[config.mk]
export PLATFORM = sky130hd
export DESIGN_NAME = bpsk_slicer
export DESIGN_NICKNAME = d
export VERILOG_FILES = /design/src/rtl/slicer_pkg.sv /design/src/rtl/slicer_pick_ctrl.sv /design/src/rtl/slicer_sign_dec.sv /design/src/rtl/bpsk_slicer.sv
export SDC_FILE = /design/constraint.sdc
export NUM_CORES = 1
export LEC_CHECK = 0
export ABC_AREA = 1
export BUFFER_PORTS_ARGS = -buffer_cell sky130_fd_sc_hd__buf_2
export CORE_MARGIN = 2
export CORE_UTILIZATION = 53
export CTS_CLUSTER_SIZE = 28
export DETAILED_ROUTE_END_ITERATION = 16
export PLACE_DENSITY = 0.82
export SYNTH_ARGS = -nofsm -noshare
export SYNTH_HDL_FRONTEND = slang
export SYNTH_HIERARCHICAL = 1
export SYNTH_SLANG_ARGS = --single-unit
[constraint.sdc]
create_clock -name clk -period 3.28 [get_ports clk]
set_input_delay 0 -clock clk [delete_from_list [all_inputs] [get_ports clk]]
set_output_delay 0 -clock clk [all_outputs]
set_load 0.02 [all_outputs]
[src/rtl/slicer_pkg.sv]
package slicer_pkg;

    typedef enum logic {
        MODE_SKIP  = 1'b0,
        MODE_TRACK = 1'b1
    } slicer_mode_e;

    // First decision point: half of the summed filter group delays
    function automatic int unsigned first_pick(input int unsigned d_tx,
                                               input int unsigned d_lp,
                                               input int unsigned d_mf);
        return (d_tx + d_lp + d_mf) / 2;
    endfunction

endpackage

[src/rtl/slicer_pick_ctrl.sv]
module slicer_pick_ctrl
    import slicer_pkg::*;
#(
    parameter int unsigned SPS       = 16,
    parameter int unsigned FIRST_IDX = 160
) (
    input  logic clk,
    input  logic rst_n,
    input  logic in_valid,
    output logic pick
);
    localparam int unsigned WARM_W = (FIRST_IDX > 1) ? $clog2(FIRST_IDX) : 1;
    localparam int unsigned PH_W   = (SPS > 1) ? $clog2(SPS) : 1;
    localparam logic [WARM_W-1:0] WARM_LAST = WARM_W'(FIRST_IDX - 1);
    localparam logic [PH_W-1:0]   PH_LAST   = PH_W'(SPS - 1);

    typedef struct packed {
        slicer_mode_e      mode;
        logic [WARM_W-1:0] warm;
        logic [PH_W-1:0]   phase;
    } ctrl_t;

    ctrl_t st_d, st_q;
    logic  pick_d;

    always_comb begin
        st_d   = st_q;
        pick_d = 1'b0;
        if (in_valid) begin
            if (st_q.mode == MODE_SKIP) begin
                if (st_q.warm == WARM_LAST) begin
                    pick_d     = 1'b1;
                    st_d.mode  = MODE_TRACK;
                    st_d.phase = '0;
                end else begin
                    st_d.warm = st_q.warm + 1'b1;
                end
            end else begin
                if (st_q.phase == PH_LAST) begin
                    pick_d     = 1'b1;
                    st_d.phase = '0;
                end else begin
                    st_d.phase = st_q.phase + 1'b1;
                end
            end
        end
    end

    assign pick = pick_d;

    always_ff @(posedge clk) begin
        if (!rst_n) begin
            st_q <= '{mode: MODE_SKIP, warm: '0, phase: '0};
        end else begin
            st_q <= st_d;
        end
    end

    // Once tracking, the block stays tracking until reset
    p_track_sticky_r4: assert property (@(posedge clk) disable iff (!rst_n)
        (st_q.mode == MODE_TRACK) |=> (st_q.mode == MODE_TRACK));

    // Idle cycles leave the counting state untouched
    p_idle_holds_count_r7: assert property (@(posedge clk) disable iff (!rst_n)
        !in_valid |=> $stable(st_q));

endmodule

[src/rtl/slicer_sign_dec.sv]
module slicer_sign_dec #(
    parameter int unsigned DATA_W = 20
) (
    input  logic              clk,
    input  logic              rst_n,
    input  logic              take,
    input  logic [DATA_W-1:0] sample,
    output logic              bit_valid,
    output logic              bit_out
);
    typedef struct packed {
        logic vld;
        logic bit_v;
    } dec_t;

    dec_t dec_d, dec_q;

    always_comb begin
        dec_d     = dec_q;
        dec_d.vld = take;
        if (take) begin
            // Sign bit clear (including exact zero) decides 1
            dec_d.bit_v = ~sample[DATA_W-1];
        end
    end

    always_ff @(posedge clk) begin
        if (!rst_n) begin
            dec_q <= '0;
        end else begin
            dec_q <= dec_d;
        end
    end

    assign bit_valid = dec_q.vld;
    assign bit_out   = dec_q.bit_v;

    // Emitted bit is the inverted sign of the taken sample
    p_bit_from_sign_r5: assert property (@(posedge clk) disable iff (!rst_n)
        bit_valid |-> (bit_out == !$past(sample[DATA_W-1])));

    // Strobe lasts a single cycle
    p_single_pulse_r9: assert property (@(posedge clk) disable iff (!rst_n)
        bit_valid |=> !bit_valid);

    // Output bit holds between decisions
    p_bit_holds_r8: assert property (@(posedge clk) disable iff (!rst_n)
        !bit_valid |-> $stable(bit_out));

endmodule

[src/rtl/bpsk_slicer.sv]
module bpsk_slicer
    import slicer_pkg::*;
#(
    parameter int unsigned DATA_W   = 20,
    parameter int unsigned SPS      = 16,
    parameter int unsigned TX_DELAY = 96,
    parameter int unsigned LP_DELAY = 128,
    parameter int unsigned MF_DELAY = 96
) (
    input  logic              clk,
    input  logic              rst_n,
    input  logic              smp_valid,
    input  logic [DATA_W-1:0] smp_data,
    output logic              bit_valid,
    output logic              bit_out
);
    localparam int unsigned FIRST_IDX = first_pick(TX_DELAY, LP_DELAY, MF_DELAY);

    logic pick;

    slicer_pick_ctrl #(
        .SPS      (SPS),
        .FIRST_IDX(FIRST_IDX)
    ) u_ctrl (
        .clk     (clk),
        .rst_n   (rst_n),
        .in_valid(smp_valid),
        .pick    (pick)
    );

    slicer_sign_dec #(
        .DATA_W(DATA_W)
    ) u_dec (
        .clk      (clk),
        .rst_n    (rst_n),
        .take     (pick),
        .sample   (smp_data),
        .bit_valid(bit_valid),
        .bit_out  (bit_out)
    );

    // A decision only ever follows an accepted sample
    p_strobe_needs_sample_r7: assert property (@(posedge clk) disable iff (!rst_n)
        bit_valid |-> $past(smp_valid));

    // Right after reset release nothing is decided yet
    p_quiet_after_reset_r1: assert property (@(posedge clk)
        $rose(rst_n) |-> (!bit_valid && !bit_out));

endmodule

* After elaboration in Yosys (flattened, before gate mapping)
Cells that the tools add are included.
** Operators by class
- Add/sub/neg operators :: 2
- Equality and inequality tests :: 2
- Muxes and demuxes :: 9
- Bitwise logic cells :: 3
- Reductions and logical operators :: 3
** Operator list (number)
- two-way mux 4 bit :: 3
- two-way mux 9 bit :: 1
- adder 8 x 1 -> 8 bit (second input constant) :: 1
- equality test 8 bit (second input constant) :: 1
- two-way mux 8 bit :: 1
- adder 4 x 1 -> 4 bit (second input constant) :: 1
- equality test 4 bit (second input constant) :: 1
- two-way mux 1 bit :: 4
- NOT 1 bit :: 3
- AND reduction 3 bit :: 1
- AND reduction 2 bit :: 1
- nonzero test 2 bit :: 1
** Word-level totals
- Flip-flop bits (word level) :: 15

* Logic depth before layout (Yosys ltp)
Gate-level depths: netlist of run 1.
- Word-level depth :: 4
- Gate-level depth with buffers :: 10
- Depth with buffers taken out :: 10

* Cells and area by module
The synthesis of run 1 kept the hierarchy.
** Modules (own cells, without submodules)
- slicer_pick_ctrl :: times used 1, cells each 115, area each 778.2 µm², seq. area each 260.2 µm²
- slicer_sign_dec :: times used 1, cells each 8, area each 63.8 µm², seq. area each 40.0 µm²

* Worst setup path after synthesis of run 1
OpenSTA, ideal clock, no wires.
- Path type :: reg2reg
- Start :: register u_ctrl/st_q[4] in the netlist's numbering
- End :: register u_dec.dec_q (netlist bit u_dec/bit_out)
- Library setup time :: 113 ps
- Arrival :: 1286 ps
- Slack :: 1880 ps
- Cell stages (with the launch flop) :: 11
- Cells stage by stage :: dfxtp_1 ha_1 nand2_2 nor2_4 nand3_4 nand2_4 nand2_2 nor3_2 nand2_1 inv_1 nor2_1
** On the way
- Cells in the longest elaborated chain, start to end :: 4
** RTL lines
- start, declared :: line slicer_pick_ctrl.sv:23 : ctrl_t st_d, st_q;
- start signal, assigned :: line slicer_pick_ctrl.sv:53 : st_q <= '{mode: MODE_SKIP, warm: '0, phase: '0};
- start signal, assigned :: line slicer_pick_ctrl.sv:55 : st_q <= st_d;
- equality test 8 bit :: line slicer_pick_ctrl.sv:31 : if (st_q.warm == WARM_LAST) begin
- two-way mux 1 bit :: line slicer_pick_ctrl.sv:31
- two-way mux 1 bit :: line slicer_pick_ctrl.sv:30 : if (st_q.mode == MODE_SKIP) begin
- two-way mux 1 bit :: line slicer_pick_ctrl.sv:29 : if (in_valid) begin
- via pick :: line bpsk_slicer.sv:19 : logic pick;
- end signal, assigned :: line slicer_sign_dec.sv:29 : dec_q <= '0;
- end signal, assigned :: line slicer_sign_dec.sv:31 : dec_q <= dec_d;
- end, declared :: line slicer_sign_dec.sv:16 : dec_t dec_d, dec_q;
The timed path passes the listed nets, and every way through them passes these cells.
A chain may end at the register's enable or synchronous reset.

* Final worst setup path of run 1
Same ends and word-level chain as after synthesis.

==> impl_metrics.ini, run 1 <==
[cts]
clock-root-buffer = clkbuf_4
cts_buffers = 3
cts_hold_buf = 2
clk_path_buf_depth = 2
cts_tree = yes
clkTransAtPathRegs_ns = 0.09
htree_num_levels = 1
insertion_delay_ns = 0.27
postCtsSetupRepairBufs = 0
ctsResizeCount = 0
cts.sinks = 15

[yosys]
synth-compound-area-share_pct = 8.92
synth_most_common_cell = nand2_1
ys_warn_count = 6
ys_seq_area_share_pct = 35.7
synth-simple-area-share_pct = 41.6
synth_common_cells = 30 x nand2_1, 15 x dfxtp_1, 15 x inv_1, 15 x nand3_1, 12 x nor2_1
synthXorXnorAreaFrac_pct = 2.08
muxShareOfSynthArea_pct = 0
ys_ff_latch = 15
yosys.area.top_type = dfxtp_1
synth_area_sq_um = 842
synth_edf_count = 0
synthTopCellsByArea = dfxtp_1 36%, nand2_1 13%, nand3_1 8.9%
synth_cell_types = 23
ys_async_sr_fraction_pct = 0
synthesis.nets = 148
syn_inst = 123
synth_top_family_by_area = simple AND/OR/NAND/NOR gates
avgSynthCellArea_sq_um = 6.85
synth_top_area_share_pct = 35.7
yosys_most_used_dff = dfxtp_1
synth_fa_ha_area_share_pct = 2.97

[sta]
tightest_slew_ns = 0.322
max_slew_margin_pct = 78.5
rsz0062_at_grt = no
fmax_ghz = 0.642
skew_ns = 0.00138
finalHoldViolCount = 0
finalSetupViolCount = 0
period_needed_ns = 1.56
finalSetupTns_ns = 0
fin_crit_sh_pct = 47.5
maxSlewViolCount = 0

[floorplanning]
die_w_microns = 43.9
coreArea_sq_um = 1510
fp.dieH_microns = 43.9
fp.dieArea_sq_um = 1920
start_util_pct = 55.9
io_pins = 25
rows = 14

[critical_path]
cp_data_arrival_time_ns = 1.74
worst_path_most_repeated_cell = nand2_2
slowest_delay_ns = 0.38
cp_num_buf_inv = 1
cp_top_family = simple AND/OR/NAND/NOR gates
worst-path-max-fanout = 4
worstSetupPathType = register to register
worstSetupStartpointType = register
crit_chain = ha_1 > nand2_2 > nor2_4 > nand3_4 > nand2_4 > nand2_2 > nor3_2 > nand2_1 > inv_1 > nor2_1
reg2reg_setup_slack_ns = 1.72
cp-end-kind = register
cp_slowest_cell = dfxtp_1
required_ns = 3.46

[global_route]
grt_usage_pct = 19.4
gr-total-overflow = 0
grt_pass1_wl_microns = 2800
grt_pass1_vias = 700
antenna_found_initial = 0
grt_start_max_net_pins = 17

[place]
port_buffers = 5
place_hpwl_microns = 1160
postPlaceCellArea_sq_um = 877
gp_congestion = 0.792

[layout]
layout-drive-gt1-share_pct = 14.4
final_area_sq_um = 923
finalNetCount = 158
antennaDiodeCount = 0
area_delta_synth_final_pct = 9.66

[job]
drv_cap = 0

[pwr]
p_per_area_nw_per_um2 = 332
peakVddDrop_mv = 0.216
p_leak_nw = 0.405

[detailed_routing]
drt-initial-drc-count = 6
ant_nets = 0
drc = 0
num_vias = 759
vias_per_cell = 5.13
wl_per_cell_microns = 10.7
drt_pass1_iterations = 4
wirelength_microns = 1590

[hold_path]
hold_path.class = primary input to register

[run_status]
outcome = complete, no violations
==> worst reg2reg max path: cells and delay by family, from the launching register on <==
family                   cells  cell delay (ns)
flip-flops                   1             0.38
buffers and inverters        1             0.06
adder cells (fa/ha/maj)      1             0.23
AND/OR/NAND/NOR              8             0.78
==> worst paths after layout <==
| kind | from | end | depth (start not counted) |
|---|---|---|---|
| worst min register to register | u_ctrl/st_q[2]$_SDFFE_PN0P_ | u_ctrl/st_q[2]$_SDFFE_PN0P_ | 2 |
| worst max register to register | u_ctrl/st_q[4]$_SDFFE_PN0P_ | u_dec/bit_out$_SDFFE_PN0P_ | 10 |
| worst min-delay path | smp_valid | u_ctrl/st_q[10]$_SDFFE_PN0P_ | 3 |
| worst max-delay path | u_ctrl/st_q[4]$_SDFFE_PN0P_ | u_dec/bit_out$_SDFFE_PN0P_ | 10 |
==> kinds of logic after synthesis <==
kind of cell    Yosys count
xor+xnor                  2
compound gates           15
buf+inv                  19
flops                    15
fa+ha+maj                 2
simple gates             70
==> where the power goes <==
part	internal (mW)	switching [mW]	leakage [nW]	total, mW
clock network	0.0471	0.0562	0.0150	0.103
logic	0.00654	0.0108	0.269	0.0173
registers	0.184	0.00201	0.121	0.186
total	0.238	0.0690	0.405	0.306
==> flip-flops by register name (all words and copies together) (netlist names) <==
signal and count:
u_dec/bit_valid 1, u_dec/bit_out 1, u_ctrl/st_q 13
==> area by class of cell <==
cell class	instances	area, sq um
well taps	16	20.0
repair buffers	7	45.0
fillers	134	583
clock buffers	4	26.3
multi-input cells	89	468
flip-flops and latches	15	300
inverters	17	63.8
==> placed cells by master, fill, tap and decap left out, types with 2 or more instances in the layout <==
master,instances
o21ai_0,2
inv_1,15
a21oi_1,11
clkbuf_4,3
nor2_2,3
buf_2,5
ha_1,2
o21ai_1,2
xor2_1,2
nand2_2,2
nand2_1,30
dfxtp_1,15
nor2_1,12
dlygate4sd3_1,2
nand3_4,2
nand3_1,15
==> metal layers <==
metal	global-route usage (%)	part of all wire (%)
met5	0	0
met4	7.27	0.63
met3	3.75	1.5
met2	33.8	52
met1	23.4	46
==> metrics by stage <==
step	worst slack, ns	hold WS, ns	instances	utilization [%]	power, mW
global route	1.56	0.147	148	61.3	0.320
CTS	1.70	0.139	148	61.3	0.310
detailed placement	1.72	0.245	142	58.2	0.206
finish	1.72	0.148	148	61.3	0.306
global placement	1.76	0.238	142	58.2	0.205
floorplan	1.88	0.0976	123	-	0.201
Power figures use the tool's default switching activity.
==> inputs of run 2 (changes only) <==
--- a/config.mk
+++ b/config.mk
@@ -8,10 +8,10 @@
 export ABC_AREA = 1
 export BUFFER_PORTS_ARGS = -buffer_cell sky130_fd_sc_hd__buf_2
 export CORE_MARGIN = 2
-export CORE_UTILIZATION = 53
+export CORE_UTILIZATION = 49
 export CTS_CLUSTER_SIZE = 28
 export DETAILED_ROUTE_END_ITERATION = 16
-export PLACE_DENSITY = 0.82
+export PLACE_DENSITY = 0.76
 export SYNTH_ARGS = -nofsm -noshare
 export SYNTH_HDL_FRONTEND = slang
 export SYNTH_HIERARCHICAL = 1
==> constraint.sdc (replaced) <==
create_clock -name clk -period 1.53 [get_ports clk]
set_input_delay 0 -clock clk [delete_from_list [all_inputs] [get_ports clk]]
set_output_delay 0 -clock clk [all_outputs]
set_load 0.02 [all_outputs]
==> impl_metrics.ini, run 2 (synthesized netlist as in run 1, its figures left out) <==
[run_status]
outcome = complete, no violations

[critical_path]
cp_data_arrival_time_ns = 1.58
cp_top_family = simple AND/OR/NAND/NOR gates
worst_path_most_repeated_cell = nand2_2
reg2reg_setup_slack_ns = 0.13
required_ns = 1.71
cp_slowest_cell = dfxtp_2
worst-path-max-fanout = 4
worstReg2RegStart = u_ctrl/st_q[5]$_SDFFE_PN0P_
cp_num_buf_inv = 1
r2r_end = u_dec/bit_out$_SDFFE_PN0P_
slowest_delay_ns = 0.36
worstSetupStartpointType = register
crit_chain = ha_4 > nand2_2 > nor2_4 > nand3_4 > nand2_4 > nand2_2 > nor3_4 > nand2_1 > inv_1 > nor2_1
reg2reg_depth = 10
cp-end-kind = register
worstSetupPathType = register to register

[job]
drv_cap = 0

[sta]
rsz0062_at_grt = no
fmax_ghz = 0.714
holdWs_ns = 0.151
finalSetupViolCount = 0
maxSlewViolCount = 0
period_needed_ns = 1.40
finalHoldViolCount = 0
setup_ws_ns = 0.129
skew_ns = 0.00118
tightest_slew_ns = 0.360
max_slew_margin_pct = 76.0
finalSetupTns_ns = 0
fin_crit_sh_pct = 91.6

[floorplanning]
rows = 14
fp.dieH_microns = 45.5
fp.dieArea_sq_um = 2070
coreArea_sq_um = 1560
start_util_pct = 54.0
io_pins = 25
die_w_microns = 45.5

[cts]
cts.sinks = 15
clock-root-buffer = clkbuf_4
cts_tree = yes
htree_num_levels = 1
insertion_delay_ns = 0.28
clkTransAtPathRegs_ns = 0.09
clk_path_buf_depth = 2
cts_buffers = 3

[layout]
seqCellArea_sq_um = 303
layout.cells.non_filler = 154
multiInputGateArea_sq_um = 487
finalNetCount = 164
fin_util_pct = 63.5
layout-drive-gt1-share_pct = 20.3
area_delta_synth_final_pct = 17.5
mostFrequentLayoutCells = 30 x nand2_1, 15 x inv_1, 15 x nand3_1
layout_commonest_cell = nand2_1
final_area_sq_um = 990
regMostFlops = u_ctrl/st_q
largest_reg_flops = 13
fill_cells = 149
antennaDiodeCount = 0

[global_route]
gr-total-overflow = 0
antenna_found_initial = 0
grt_usage_pct = 18.9
grt_pass1_vias = 734
grt_pass1_wl_microns = 2840
grt_start_max_net_pins = 17

[detailed_routing]
drt_pass1_iterations = 4
ant_nets = 0
wirelength_microns = 1710
drt-initial-drc-count = 24
vias_per_cell = 5.23
num_vias = 805
wl_per_cell_microns = 11.1
drc = 0

[hold_path]
hold_path.class = primary input to register
hold_depth = 3
holdPathEnd = u_ctrl/st_q[4]$_SDFFE_PN0P_
min_from = smp_valid

[place]
port_buffers = 5
gp_congestion = 0.767
postPlaceCellArea_sq_um = 915
place_hpwl_microns = 1240
preCtsSetupSlack_ns = 0.0785
placed_cells = 147

[pwr]
peakVddDrop_mv = 0.581
total_power_mw = 0.669
p_leak_nw = 0.429
p_per_area_nw_per_um2 = 676
run 2: cell count changes in the layout (fill, tap and decap cells not counted):
| cell | previous run | this run |
|---|---|---|
| dfxtp_1 | 15 | 13 |
| ha_4 | 0 | 1 |
| ha_1 | 2 | 1 |
| buf_4 | 0 | 6 |
| nor3_4 | 0 | 1 |
| nor3_2 | 1 | 0 |
| dfxtp_2 | 0 | 2 |
run 2: per-layer routing:
layer | track usage [%] | share of wire [%]
met1 | 22.3 | 45
met2 | 32.4 | 50
met3 | 2.38 | 2.6
met4 | 10.6 | 1.8
met5 | 0 | 0
run 2: layout make-up:
type                            instances  share of cell area [%]
Sequential cell                        15                    30.6
Tap cell                               16                    2.02
Clock buffer                            4                    2.65
Timing Repair Buffer                   13                    9.10
Multi-Input combinational cell         89                    49.2
Inverter                               17                    6.45
run 2: timing repair:
item,CTS,global route
endpoints found under the hold margin,3,0
hold buffers,2,0
endpoints found under the setup margin,0,5
resized for setup,0,5
setup buffers,0,1
run 2: worst max path at each step:
stage / startpoint / end / slack [ns] / cells past startpoint
after CTS: u_ctrl/st_q[4]$_SDFFE_PN0P_ / u_dec/bit_out$_SDFFE_PN0P_ / 0.05 / 10
after detailed placement: u_ctrl/st_q[4]$_SDFFE_PN0P_ / u_dec/bit_out$_SDFFE_PN0P_ / 0.08 / 10
final: u_ctrl/st_q[5]$_SDFFE_PN0P_ / u_dec/bit_out$_SDFFE_PN0P_ / 0.13 / 10
after global routing: u_ctrl/st_q[5]$_SDFFE_PN0P_ / u_ctrl/st_q[0]$_SDFFE_PN0P_ / 0.02 / 9
after floorplan: u_ctrl/st_q[4]$_SDFFE_PN0P_ / u_dec/bit_out$_SDFFE_PN0P_ / 0.13 / 10
after global placement: u_ctrl/st_q[4]$_SDFFE_PN0P_ / u_dec/bit_out$_SDFFE_PN0P_ / 0.11 / 10
run 2: worst register-to-register path: stages, from the launching register on:
cell	delay (ns)
dfxtp_2	0.36
ha_4	0.14
nand2_2	0.08
nor2_4	0.14
nand3_4	0.10
nand2_4	0.09
nand2_2	0.07
nor3_4	0.16
nand2_1	0.07
inv_1	0.06
nor2_1	0.04
run 2: power by group:
group | total, mW | internal, mW | switching, mW | leakage, nW
combinational | 0.0475 | 0.0205 | 0.0269 | 0.292
clock | 0.223 | 0.101 | 0.122 | 0.0150
sequential | 0.399 | 0.395 | 0.00378 | 0.122
